File: config.mk
export PLATFORM = sky130hd
export DESIGN_NAME = next_pc_unit
export DESIGN_NICKNAME = d
export VERILOG_FILES = /design/src/rtl/next_pc_pkg.sv /design/src/rtl/npc_decode.sv /design/src/rtl/npc_cond.sv /design/src/rtl/npc_target.sv /design/src/rtl/next_pc_unit.sv
export SDC_FILE = /design/constraint.sdc
export NUM_CORES = 1
export LEC_CHECK = 0
export BUFFER_PORTS_ARGS = -buffer_cell sky130_fd_sc_hd__buf_2
export CAP_MARGIN = 20
export CORE_MARGIN = 5
export CORE_UTILIZATION = 56
export DETAILED_ROUTE_END_ITERATION = 7
export PLACE_DENSITY = 0.95
export SLEW_MARGIN = 20
export SYNTH_ARGS = -nofsm -noshare
export SYNTH_HDL_FRONTEND = slang
export SYNTH_SLANG_ARGS = --single-unit
File: constraint.sdc
create_clock -name clk -period 8.9 [get_ports clk]
set_input_delay 1.78 -clock clk [delete_from_list [all_inputs] [get_ports clk]]
set_output_delay 1.78 -clock clk [all_outputs]
set_load 0.05 [all_outputs]
File: src/rtl/next_pc_pkg.sv
package next_pc_pkg;

  typedef enum logic [1:0] {
    XFER_NONE,
    XFER_BRANCH,
    XFER_JUMP,
    XFER_REG
  } xfer_kind_e;

  typedef enum logic [2:0] {
    TEST_NEVER,
    TEST_ALWAYS,
    TEST_EQ,
    TEST_NE,
    TEST_LEZ,
    TEST_GTZ,
    TEST_LTZ,
    TEST_GEZ
  } test_e;

  typedef struct packed {
    xfer_kind_e kind;
    test_e      test;
    logic       links;
    logic       link_to_rd;
  } xfer_dec_t;

  localparam logic [5:0] OP_SPECIAL = 6'd0;
  localparam logic [5:0] OP_REGIMM  = 6'd1;
  localparam logic [5:0] OP_JUMP    = 6'd2;
  localparam logic [5:0] OP_JLINK   = 6'd3;
  localparam logic [5:0] OP_BEQ     = 6'd4;
  localparam logic [5:0] OP_BNE     = 6'd5;
  localparam logic [5:0] OP_BLEZ    = 6'd6;
  localparam logic [5:0] OP_BGTZ    = 6'd7;

  localparam logic [5:0] FN_JREG    = 6'd8;
  localparam logic [5:0] FN_JREGLNK = 6'd9;

  localparam logic [4:0] RI_LTZ     = 5'd0;
  localparam logic [4:0] RI_GEZ     = 5'd1;
  localparam logic [4:0] RI_LTZ_LNK = 5'd16;
  localparam logic [4:0] RI_GEZ_LNK = 5'd17;

endpackage

File: src/rtl/npc_decode.sv
module npc_decode
  import next_pc_pkg::*;
(
  input  logic [5:0] opcode_i,
  input  logic [4:0] rt_sel_i,
  input  logic [5:0] funct_i,
  output xfer_dec_t  dec_o
);

  always_comb begin
    dec_o.kind       = XFER_NONE;
    dec_o.test       = TEST_NEVER;
    dec_o.links      = 1'b0;
    dec_o.link_to_rd = 1'b0;
    unique case (opcode_i)
      OP_SPECIAL: begin
        if (funct_i == FN_JREG || funct_i == FN_JREGLNK) begin
          dec_o.kind = XFER_REG;
          dec_o.test = TEST_ALWAYS;
          if (funct_i == FN_JREGLNK) begin
            dec_o.links      = 1'b1;
            dec_o.link_to_rd = 1'b1;
          end
        end
      end
      OP_REGIMM: begin
        unique case (rt_sel_i)
          RI_LTZ: begin
            dec_o.kind = XFER_BRANCH;
            dec_o.test = TEST_LTZ;
          end
          RI_GEZ: begin
            dec_o.kind = XFER_BRANCH;
            dec_o.test = TEST_GEZ;
          end
          RI_LTZ_LNK: begin
            dec_o.kind  = XFER_BRANCH;
            dec_o.test  = TEST_LTZ;
            dec_o.links = 1'b1;
          end
          RI_GEZ_LNK: begin
            dec_o.kind  = XFER_BRANCH;
            dec_o.test  = TEST_GEZ;
            dec_o.links = 1'b1;
          end
          default: ;
        endcase
      end
      OP_JUMP: begin
        dec_o.kind = XFER_JUMP;
        dec_o.test = TEST_ALWAYS;
      end
      OP_JLINK: begin
        dec_o.kind  = XFER_JUMP;
        dec_o.test  = TEST_ALWAYS;
        dec_o.links = 1'b1;
      end
      OP_BEQ: begin
        dec_o.kind = XFER_BRANCH;
        dec_o.test = TEST_EQ;
      end
      OP_BNE: begin
        dec_o.kind = XFER_BRANCH;
        dec_o.test = TEST_NE;
      end
      OP_BLEZ: begin
        dec_o.kind = XFER_BRANCH;
        dec_o.test = TEST_LEZ;
      end
      OP_BGTZ: begin
        dec_o.kind = XFER_BRANCH;
        dec_o.test = TEST_GTZ;
      end
      default: ;
    endcase
  end

endmodule

File: src/rtl/npc_cond.sv
module npc_cond
  import next_pc_pkg::*;
#(
  parameter int XLEN = 32
) (
  input  test_e            test_i,
  input  logic [XLEN-1:0]  rs_val_i,
  input  logic [XLEN-1:0]  rt_val_i,
  output logic             take_o
);

  logic rs_neg;
  logic rs_zero;
  logic ops_equal;

  assign rs_neg    = rs_val_i[XLEN-1];
  assign rs_zero   = (rs_val_i == '0);
  assign ops_equal = (rs_val_i == rt_val_i);

  always_comb begin
    unique case (test_i)
      TEST_ALWAYS: take_o = 1'b1;
      TEST_EQ:     take_o = ops_equal;
      TEST_NE:     take_o = !ops_equal;
      TEST_LEZ:    take_o = rs_neg || rs_zero;
      TEST_GTZ:    take_o = !rs_neg && !rs_zero;
      TEST_LTZ:    take_o = rs_neg;
      TEST_GEZ:    take_o = !rs_neg;
      default:     take_o = 1'b0;
    endcase
  end

endmodule

File: src/rtl/npc_target.sv
module npc_target
  import next_pc_pkg::*;
#(
  parameter int XLEN  = 32,
  parameter int OFF_W = 16,
  parameter int IDX_W = 26
) (
  input  xfer_kind_e       kind_i,
  input  logic [XLEN-1:0]  pc_i,
  input  logic [OFF_W-1:0] offset_i,
  input  logic [IDX_W-1:0] index_i,
  input  logic [XLEN-1:0]  rs_val_i,
  output logic [XLEN-1:0]  seq_pc_o,
  output logic [XLEN-1:0]  dest_o,
  output logic [XLEN-1:0]  link_val_o
);

  localparam int EXT_W    = XLEN - OFF_W - 2;
  localparam int REGION_W = XLEN - IDX_W - 2;

  logic [XLEN-1:0] br_disp;
  logic [XLEN-1:0] jmp_dest;

  assign seq_pc_o   = pc_i + XLEN'(4);
  assign link_val_o = pc_i + XLEN'(8);
  assign br_disp    = {{EXT_W{offset_i[OFF_W-1]}}, offset_i, 2'b00};

  generate
    if (REGION_W > 0) begin : g_region
      assign jmp_dest = {seq_pc_o[XLEN-1 -: REGION_W], index_i, 2'b00};
    end else begin : g_flat
      assign jmp_dest = XLEN'({index_i, 2'b00});
    end
  endgenerate

  always_comb begin
    unique case (kind_i)
      XFER_BRANCH: dest_o = seq_pc_o + br_disp;
      XFER_JUMP:   dest_o = jmp_dest;
      XFER_REG:    dest_o = rs_val_i;
      default:     dest_o = '0;
    endcase
  end

endmodule

File: src/rtl/next_pc_unit.sv
module next_pc_unit
  import next_pc_pkg::*;
#(
  parameter int          XLEN     = 32,
  parameter int          OFF_W    = 16,
  parameter int          IDX_W    = 26,
  parameter int          REG_W    = 5,
  parameter logic [31:0] RESET_PC = 32'h0000_1000
) (
  input  logic             clk,
  input  logic             rst,
  input  logic             step_i,
  input  logic [31:0]      pc_i,
  input  logic [5:0]       opcode_i,
  input  logic [4:0]       rt_sel_i,
  input  logic [4:0]       rd_sel_i,
  input  logic [5:0]       funct_i,
  input  logic [15:0]      offset_i,
  input  logic [25:0]      index_i,
  input  logic [31:0]      rs_val_i,
  input  logic [31:0]      rt_val_i,
  output logic             taken_o,
  output logic [31:0]      target_o,
  output logic             link_we_o,
  output logic [4:0]       link_reg_o,
  output logic [31:0]      link_val_o,
  output logic [31:0]      next_pc_o
);

  localparam logic [REG_W-1:0] LINK_REG = {REG_W{1'b1}};

  xfer_dec_t        dec;
  logic             take_c;
  logic [XLEN-1:0]  seq_pc_c;
  logic [XLEN-1:0]  dest_c;
  logic [XLEN-1:0]  link_val_c;

  logic             pend_q;
  logic [XLEN-1:0]  pend_tgt_q;

  npc_decode u_decode (
    .opcode_i (opcode_i),
    .rt_sel_i (rt_sel_i),
    .funct_i  (funct_i),
    .dec_o    (dec)
  );

  npc_cond #(.XLEN(XLEN)) u_cond (
    .test_i   (dec.test),
    .rs_val_i (rs_val_i),
    .rt_val_i (rt_val_i),
    .take_o   (take_c)
  );

  npc_target #(.XLEN(XLEN), .OFF_W(OFF_W), .IDX_W(IDX_W)) u_target (
    .kind_i     (dec.kind),
    .pc_i       (pc_i),
    .offset_i   (offset_i),
    .index_i    (index_i),
    .rs_val_i   (rs_val_i),
    .seq_pc_o   (seq_pc_c),
    .dest_o     (dest_c),
    .link_val_o (link_val_c)
  );

  always_ff @(posedge clk) begin
    if (rst) begin
      taken_o    <= 1'b0;
      target_o   <= '0;
      link_we_o  <= 1'b0;
      link_reg_o <= '0;
      link_val_o <= '0;
      next_pc_o  <= RESET_PC;
      pend_q     <= 1'b0;
      pend_tgt_q <= '0;
    end else begin
      taken_o   <= step_i && take_c;
      link_we_o <= step_i && dec.links;
      if (step_i) begin
        target_o   <= take_c ? dest_c : '0;
        link_reg_o <= dec.link_to_rd ? rd_sel_i : LINK_REG;
        link_val_o <= link_val_c;
        next_pc_o  <= pend_q ? pend_tgt_q : seq_pc_c;
        pend_q     <= take_c;
        pend_tgt_q <= dest_c;
      end
    end
  end

  assert_delay_slot_redirect_R9: assert property (@(posedge clk) disable iff (rst)
    (step_i && pend_q) |=> (next_pc_o == $past(pend_tgt_q)));

  assert_idle_hold_R10: assert property (@(posedge clk) disable iff (rst)
    !step_i |=> ($stable(next_pc_o) && $stable(target_o) && !taken_o && !link_we_o));

  assert_link_only_on_step_R8: assert property (@(posedge clk) disable iff (rst)
    link_we_o |-> $past(step_i));

  assert_taken_needs_xfer_R12: assert property (@(posedge clk) disable iff (rst)
    (step_i && take_c) |-> (dec.kind != XFER_NONE));

endmodule

Word-level counts from Yosys, hierarchy flattened

Cells that the tools add are included.

Add/sub/neg operators: 3
Equal/unequal tests: 23
Muxes and demuxes: 12
Reductions and logical operators: 15

Operator list:

| kind                                                                   | number |
|---|---|
| 32-bit one-hot mux with 3 select lines                                 | 1 |
| 32-bit two-way mux                                                     | 2 |
| 5-bit one-hot mux with 7 select lines                                  | 1 |
| 32-bit by 3-bit adder with 32-bit output (second input constant)       | 1 |
| 32-bit adder                                                           | 1 |
| 32-bit by 4-bit adder with 32-bit output (second input constant)       | 1 |
| 32-bit equality test                                                   | 1 |
| 32-bit logical NOT                                                     | 1 |
| 6-bit by 3-bit equality test with 1-bit output (second input constant) | 4 |
| 3-bit equality test (second input constant)                            | 4 |
| 6-bit by 2-bit equality test with 1-bit output (second input constant) | 2 |
| 6-bit by 4-bit equality test with 1-bit output (second input constant) | 2 |
| 5-bit equality test (second input constant)                            | 2 |
| 4-bit one-hot mux with 2 select lines                                  | 1 |
| 2-bit OR reduction                                                     | 4 |
| 7-bit two-way mux                                                      | 1 |
| 1-bit one-hot mux with 7 select lines                                  | 1 |
| 3-bit by 2-bit equality test with 1-bit output (second input constant) | 2 |
| 6-bit by 1-bit equality test with 1-bit output (second input constant) | 1 |
| 6-bit logical NOT                                                      | 1 |
| 5-bit by 1-bit equality test with 1-bit output (second input constant) | 1 |
| 5-bit logical NOT                                                      | 1 |
| 5-bit two-way mux                                                      | 1 |
| 2-bit equality test (second input constant)                            | 2 |
| other kinds (8)                                                        | 14 |

Bits in registers: 136
Input port bits: 163
Output and inout bits: 103
Logic and storage cells: 61

Depth between registers and ports, before layout

Gate-level depths: netlist of run 1.

Depth in word-level cells: 7
Depth in mapped cells: 16
Gate-level depth less buffers: 15

By module

A second synthesis of run 1 with hierarchy kept.

Cells, all modules: 1131
Area, all modules: 9539.1 um^2

By module, submodules not included:

| module       | times used | cells an instance | area an instance (um^2) | sequential area each (um^2) |
|---|---|---|---|---|
| next_pc_unit | 1          | 521               | 5345.1                  | 2722.6 |
| npc_target   | 1          | 522               | 3513.4                  | 0.0 |
| npc_cond     | 1          | 63                | 475.5                   | 0.0 |
| npc_decode   | 1          | 25                | 205.2                   | 0.0 |

Worst setup path after synthesis of run 1

OpenSTA, ideal clock, no wires.

Kind: in2reg
From: input pc_i[6]
To: register pend_tgt_q[31]
Library setup time: 0.143 ns
Arrival time: 4.894 ns
Required time: 8.757 ns
Path slack: 3.862 ns
Stages on the path: 16
Buffers on the path: 1
Cell sequence: buf_2 and4_1 nand3_1 nor2_1 nand2_1 nor2_1 xor2_1 ha_1 a21o_1 a21o_1 a21o_1 a2111oi_2 nor2_1 a311oi_2 mux2i_1 a311oi_1

Longest elaborated chain between the ends: 3

Ends and longest elaborated chain:

| element                                    | RTL line           | RTL |
|---|---|---|
| start, declared                            | next_pc_unit.sv:13 | `input logic [31:0] pc_i,` |
| 32-bit by 3-bit adder with 32-bit output * | npc_target.sv:24   | `assign seq_pc_o = pc_i + XLEN'(4);` |
| 32-bit adder                               | npc_target.sv:38   | `XFER_BRANCH: dest_o = seq_pc_o + br_disp;` |
| 32-bit one-hot mux with 3 select lines *   | npc_target.sv:37   | `unique case (kind_i)` |
| end signal, assigned                       | next_pc_unit.sv:85 | `pend_tgt_q <= dest_c;` |
| end, declared                              | next_pc_unit.sv:39 | `logic [XLEN-1:0] pend_tgt_q;` |

Every way passes the cells marked *; elsewhere a longest branch is shown, timed or not.
A chain may end at the register's enable or synchronous reset.

Worst setup path after layout of run 1

From: input pc_i[3]
To: register pend_tgt_q[27]

Longest elaborated chain between the ends: 3

Ends and longest elaborated chain:

| element                                  | RTL line |
|---|---|
| 32-bit by 3-bit adder with 32-bit output | npc_target.sv:24 |
| 32-bit adder                             | npc_target.sv:38 |
| 32-bit one-hot mux with 3 select lines   | npc_target.sv:37 |

Every way passes these cells.

==> results.yml, run 1 <==
run_status:
  run_status: "finished with violations"
  violations: "design-rule violations"
hold_path:
  min_path_cells: 1
  min_path_type: "flip-flop to flip-flop"
  hold_start: "pend_tgt_q[8]$_SDFFE_PP0P_"
  min_to: "pend_tgt_q[8]$_SDFFE_PP0P_"
global_route:
  gr-usage-met3_pct: 10.1
  grt_max_degree: 94
  use_met1_pct: 40.4
  grt_pass1_wl_mm: 45.6
  antenna_found_initial: 0
  use_met2_pct: 51.2
  grt_busiest_layer: "met2"
  track_usage_pct: 32.3
  grt_remaining_overflow: 0
  first_global_vias: 8517
cts:
  cts_max_path_buffers: 2
  cts_tree: "built"
  clk_pin_slew_ps: 70
  ctsHoldBuffers: 0
  htreeDepth: 4
  cts-resized-gates: 0
  cts_sinks: 136
  clk-insertion-delay-late_ps: 440
  cts_root_buf: "clkbuf_16"
  cts_buffers: 17
  cts_setup_buffers: 0
yosys:
  synth-seq-cells: 136
  async_flop_share_pct: 0
  yosysUniqueCellTypes: 72
  synthFlopType: "dfxtp_1"
  yosysMostFrequentCell: "dfxtp_1"
  yosys.area.top_type: "dfxtp_1"
  synth.top_cells.by_count: "dfxtp_1, nor2_1, nand2_1"
  syn_nets: 1219
  synth_cells: 1021
  yosysSeqAreaShare_pct: 31.8
  synth_area_mm2: 0.00856
  yosysTopAreaCellShare_pct: 31.8
  synth_edf_count: 0
  post_synth.cell_area_avg_um2: 8.38
  yosys-top-cells-area: "dfxtp_1, xnor2_1, nor2_1"
  yosysWarnings: 0
place:
  portBuffers: 265
  place_ws_ps: 3270
  dp_cells: 1410
  dp_hpwl_mm: 22.7
  routabilityCongestion: 0.959
  place_area_mm2: 0.00991
worst_setup_path:
  r2r_setup_slack_ps: 7020
  max_stage_delay_ps: 600
  start_kind: "primary input"
  cp-startpoint: "pc_i[3]"
  path_cells: "buf_2 > ha_1 > nand3_2 > nor2_1 > nand3_1 > nor2_1 > xor2_1 > ha_1 > nand4_1 > a2111oi_0 > nor3_1 > nor4b_1 > o21ai_0 > a31oi_1 > a211oi_1"
  path_buf_inv: 1
  crit_family: "simple AND/OR/NAND/NOR gates"
  crit_fanout: 9
  crit_type: "primary input to flip-flop"
  r2r-end: "next_pc_o[19]$_SDFFE_PP0P_"
  r2r_start: "pend_q$_SDFFE_PP0P_"
  cp_slowest_cell: "a2111oi_0"
  crit_arrival_ps: 5570
  crit_path_end_kind: "flip-flop"
  reg2reg_depth: 4
  required_ps: 9170
floorplanning:
  die_area_mm2: 0.0179
  rows: 45
  coreArea_mm2: 0.0151
  start_util_pct: 56.7
  io_pins: 266
  dieHeight_um: 134
  fp.dieW_um: 134
timing:
  max_slew.worst_pin.slew_ps: 1050
  whs_ps: 446
  finalHoldViolations: 0
  setup-tns-final_ps: 0
  finalMaxSlewViolations: 0
  fin_worst_skew_ps: 8.08
  rsz0062_at_grt: "false"
  fin_ws_ps: 3590
  finalCritPeriodShare_pct: 59.6
  fmax_mhz: 188
  period_needed_ps: 5310
  relSlewSlack_pct: 30.2
  finalSetupViolations: 0
finish:
  drive_gt1_share_pct: 27.6
  syn_to_final_growth_pct: 23.1
  post-route-util_pct: 69.8
  antenna_cells: 0
  fin_cells: 1443
  design_area_mm2: 0.0105
  final_nets: 1440
drt:
  postRouteAntennaNets: 0
  drcViolationCount: 8
  routedWlPerCell_um: 20.7
  firstDrtPassIters: 8
  drt_iter0_drc: 1021
  wl_mm: 29.9
  viasPerCell: 6.15
  vias: 8875
power:
  p_total_mw: 1.79
  power.leakage_nw: 4.63
  vdd_drop_max_uv: 146
  power.density_mw_per_mm2: 170
flow_run:
  max-cap-violations: 0
[worst register-to-register path, cell delays in order, from the launching register on]
cell	delay [ps]
dfxtp_1	330
clkinv_1	600
mux2_2	550
mux2i_1	180
nor2_1	80
[logic make-up (layout without fill, tap and decap cells)]
family / after synthesis / count (layout) / share of synthesized area, %
xor gates and xnor gates: 106 / 106 / 10.8
buffers and inverters: 85 / 319 / 3.95
adders and majority gates: 35 / 35 / 5.20
AOI/OAI and AO/OA: 264 / 264 / 22.9
DFF: 136 / 136 / 31.8
and+or+nand+nor: 351 / 351 / 20.0
muxes: 44 / 44 / 5.35
[area by class of cell]
type	instances	area (um2)
clock inverter	15	168
inverter	14	52.6
sequential	136	2720
multi-input combinational	800	5520
fill	1182	4560
timing repair buffer	273	1410
tap	188	235
clock buffer	17	425
[worst max path at each step]
stage / to / slack [ps] / depth (start not counted)
floorplan: pend_tgt_q[31]$_SDFFE_PP0P_ / 3860 / 16
global placement: pend_tgt_q[31]$_SDFFE_PP0P_ / 3390 / 16
detailed placement: pend_tgt_q[31]$_SDFFE_PP0P_ / 3270 / 16
CTS: pend_tgt_q[31]$_SDFFE_PP0P_ / 3680 / 16
global route: pend_tgt_q[27]$_SDFFE_PP0P_ / 3330 / 15
finish: pend_tgt_q[27]$_SDFFE_PP0P_ / 3590 / 15
[cell usage in the layout (no fill, tap or decap), types with 13 or more instances in the layout]
cell       Yosys  layout
clkbuf_16      0      17
xor2_1        37      37
a222oi_1      20      20
a211oi_1      45      45
nor2_1       128     127
a22o_1        14      14
inv_1         13      13
dfxtp_1      136     136
nand4_1       27      27
nand3_1       26      26
nand2b_1      20      20
buf_2         13     264
nand2_1       82      82
mux2_2        14      14
a21o_1        28      28
ha_1          34      34
o21ai_0       31      31
xnor2_1       69      69
a21oi_1       44      44
mux2i_1       30      30
[power breakdown]
| group | leakage (nW) | internal, mW | switching, mW |
|---|---|---|---|
| Sequential | 1.11 | 0.634 | 0.0127 |
| Clock | 0.296 | 0.402 | 0.319 |
| Combinational | 3.22 | 0.146 | 0.280 |
| Total | 4.63 | 1.18 | 0.612 |
[metal layers]
metal | up-vias | part of all wire (%)
met1 | 4085 | 39
met5 | - | 0
met3 | 107 | 10
met4 | 0 | 4.7
met2 | 504 | 46
li1 | 4179 | -
[state kept, by name, indices dropped and copies added (netlist names)]
signal / count
link_reg_o: 5
link_val_o: 32
link_we_o: 1
next_pc_o: 32
pend_q: 1
pend_tgt_q: 32
taken_o: 1
target_o: 32
(Power assumes the default switching activity.)
==> run 2: changes to the inputs <==
- ABC_AREA: not set -> 1
- CORE_UTILIZATION: 56 -> 54
- PLACE_DENSITY: 0.95 -> 0.91
- clock period: 8.9 -> 5.4 ns (I/O delays scaled with it)
==> results.yml, run 2 <==
yosys:
  synth_cells: 1585
  synth.area.mux_share_pct: 0
  synth_xor_area_share_pct: 5.74
  yosysTopAreaCellShare_pct: 28.3
  yosysMostFrequentCell: "nand2_1"
  async_flop_share_pct: 0
  yosys.area_share.adder_pct: 4.63
  yosysWarnings: 0
  synth_area_mm2: 0.00961
  yosys-top-cells-area: "dfxtp_1, nand2_1, inv_1"
  synth_edf_count: 0
  synth-compound-area-share_pct: 13.9
  syn_nets: 1783
  post_synth.cell_area_avg_um2: 6.06
  synth.top_cells.by_count: "nand2_1, inv_1, nor2_1"
  synth_top_family_by_area: "simple AND/OR/NAND/NOR gates"
  yosys.area.top_type: "dfxtp_1"
  yosysUniqueCellTypes: 43
  synth_simple_gate_area_share_pct: 36.3
  synthFlopType: "dfxtp_1"
  yosysSeqAreaShare_pct: 28.3
  synth-seq-cells: 136
timing:
  fin_worst_skew_ps: 8.25
  relSlewSlack_pct: 44.7
  period_needed_ps: 3980
  finalSetupViolations: 0
  rsz0062_at_grt: "false"
  fmax_mhz: 251
  finalCritPeriodShare_pct: 73.6
  fin_ws_ps: 1420
  finalHoldViolations: 0
  max_slew.worst_pin.slew_ps: 829
  whs_ps: 447
  setup-tns-final_ps: 0
  finalMaxSlewViolations: 0
place:
  routabilityCongestion: 1.05
  place_ws_ps: 1120
  dp_hpwl_mm: 29.7
  portBuffers: 265
worst_setup_path:
  crit_type: "primary input to flip-flop"
  required_ps: 5690
  cp_slowest_cell: "ha_1"
  crit_fanout: 5
  crit_arrival_ps: 4270
  path_cells: "buf_2 > ha_1 > nand3_1 > nor2_2 > nand2_1 > nor2_2 > nand3_1 > xor2_1 > inv_1 > ha_1 > a21oi_1 > o21ai_0 > nand2_1 > nand2_1 > a21oi_1 > nand3_1 > nand3_1 > nand2_1 > nand2_1 > o21ai_1"
  start_kind: "primary input"
  path_buf_inv: 2
  cp-startpoint: "pc_i[4]"
  crit_family: "simple AND/OR/NAND/NOR gates"
  crit_path_end_kind: "flip-flop"
  worstSetupEndpoint: "pend_tgt_q[30]$_SDFFE_PP0P_"
  r2r-end: "next_pc_o[11]$_SDFFE_PP0P_"
  cp.depth: 20
  reg2reg_depth: 4
  max_stage_delay_ps: 360
  r2r_setup_slack_ps: 4080
  r2r_start: "pend_q$_SDFFE_PP0P_"
  cpMostUsedCell: "nand2_1"
drt:
  firstDrtPassIters: 7
  wl_mm: 37.0
  vias: 11400
  drt_iter0_drc: 1102
  viasPerCell: 5.51
  routedWlPerCell_um: 17.9
  postRouteAntennaNets: 0
  drcViolationCount: 0
cts:
  cts-resized-gates: 0
  clk-insertion-delay-late_ps: 440
  cts_root_buf: "clkbuf_16"
  cts_sinks: 136
  htreeDepth: 4
  cts_setup_buffers: 0
  cts_tree: "built"
  clk_pin_slew_ps: 60
  cts_buffers: 17
  cts_max_path_buffers: 2
  ctsHoldBuffers: 0
global_route:
  grt_pass1_wl_mm: 56.0
  track_usage_pct: 35.0
  grt_remaining_overflow: 0
  antenna_found_initial: 0
  first_global_vias: 10600
  grt_max_degree: 59
finish:
  drive_gt1_share_pct: 18.2
  final_nets: 2024
  final_cell_mix: "nand2_1, buf_2, inv_1"
  antenna_cells: 0
  syn_to_final_growth_pct: 20.9
  layout_commonest_cell: "nand2_1"
  fill_cells: 1624
  post-route-util_pct: 67.0
floorplanning:
  coreArea_mm2: 0.0174
  start_util_pct: 55.4
  dieHeight_um: 143
  fp.dieW_um: 143
  io_pins: 266
  rows: 48
  die_area_mm2: 0.0206
power:
  power.density_mw_per_mm2: 254
  power.leakage_nw: 6.18
  vdd_drop_max_uv: 212
  p_total_mw: 2.95
run_status:
  run_status: "completed"
hold_path:
  min_path_type: "flip-flop to flip-flop"
flow_run:
  max-cap-violations: 0
[run 2: changes by cell type in the layout (fill, tap and decap cells not counted), sizes merged, moves of 31 or more]
cell / before / now
o21ai: 38 / 102
inv: 26 / 233
nor2: 128 / 164
xnor2: 69 / 34
a21oi: 44 / 75
a211oi: 47 / 1
nand3: 27 / 84
nand2: 83 / 545
[run 2: cell type report]
| class | instances | area (um2) | share of cell area (%) |
|---|---|---|---|
| multi-input combinational | 1175 | 5820 | 50.1 |
| clock buffer | 17 | 425 | 3.66 |
| timing repair buffer | 270 | 1360 | 11.7 |
| inverter | 226 | 848 | 7.30 |
| clock inverter | 15 | 155 | 1.34 |
| tap | 225 | 282 | 2.42 |
| sequential | 136 | 2720 | 23.4 |
[run 2: logic make-up (layout without fill, tap and decap cells)]
| logic type | count (synthesis) | count (layout) |
|---|---|---|
| AO/OA/AOI/OAI | 229 | 229 |
| XOR/XNOR | 63 | 63 |
| adder cells (fa/ha/maj) | 35 | 35 |
| buffers and inverters | 274 | 528 |
| flip-flops | 136 | 136 |
| AND/OR/NAND/NOR | 848 | 848 |
[run 2: worst reg2reg max path, cell delays in order (launching register included)]
cell and delay, ps:
dfxtp_1 330, buf_4 400, a21oi_1 120, o21ai_0 260, nand2_1 90
[run 2: metrics by stage]
stage               instance area, um2  cells
floorplan                         9610   1585
global placement                 11000   2032
detailed placement               11000   2032
CTS                              11600   2064
global route                     11600   2064
finish                           11600   2064
[run 2: routing by layer]
metal  vias up  share of wire [%]  GRT usage (%)  routed length [um]
met3       109                 11           7.12                4220
met1      5087                 39           45.1               14400
met5         -                  0              0                   0
met4         0                4.5           15.3                1650
li1       5492                  -              -                   -
met2       690                 45           56.8               16700
[run 2: how the worst min path moves through the flow]
stage	end	cells past startpoint	from	slack (ps)
after floorplan	pend_tgt_q[16]$_SDFFE_PP0P_	2	pend_tgt_q[16]$_SDFFE_PP0P_	420
after global placement	link_val_o[0]$_SDFFE_PP0P_	2	link_val_o[0]$_SDFFE_PP0P_	430
after detailed placement	link_val_o[1]$_SDFFE_PP0P_	2	link_val_o[1]$_SDFFE_PP0P_	440
after CTS	next_pc_o[27]$_SDFFE_PP0P_	2	next_pc_o[27]$_SDFFE_PP0P_	450
after global routing	next_pc_o[22]$_SDFFE_PP0P_	2	next_pc_o[22]$_SDFFE_PP0P_	470
final	next_pc_o[27]$_SDFFE_PP0P_	2	next_pc_o[27]$_SDFFE_PP0P_	450
[run 2: report_power, final]
| group | switching [mW] | internal (mW) | total, mW |
|---|---|---|---|
| combinational | 0.509 | 0.220 | 0.729 |
| clock | 0.547 | 0.616 | 1.16 |
| sequential | 0.0195 | 1.04 | 1.06 |
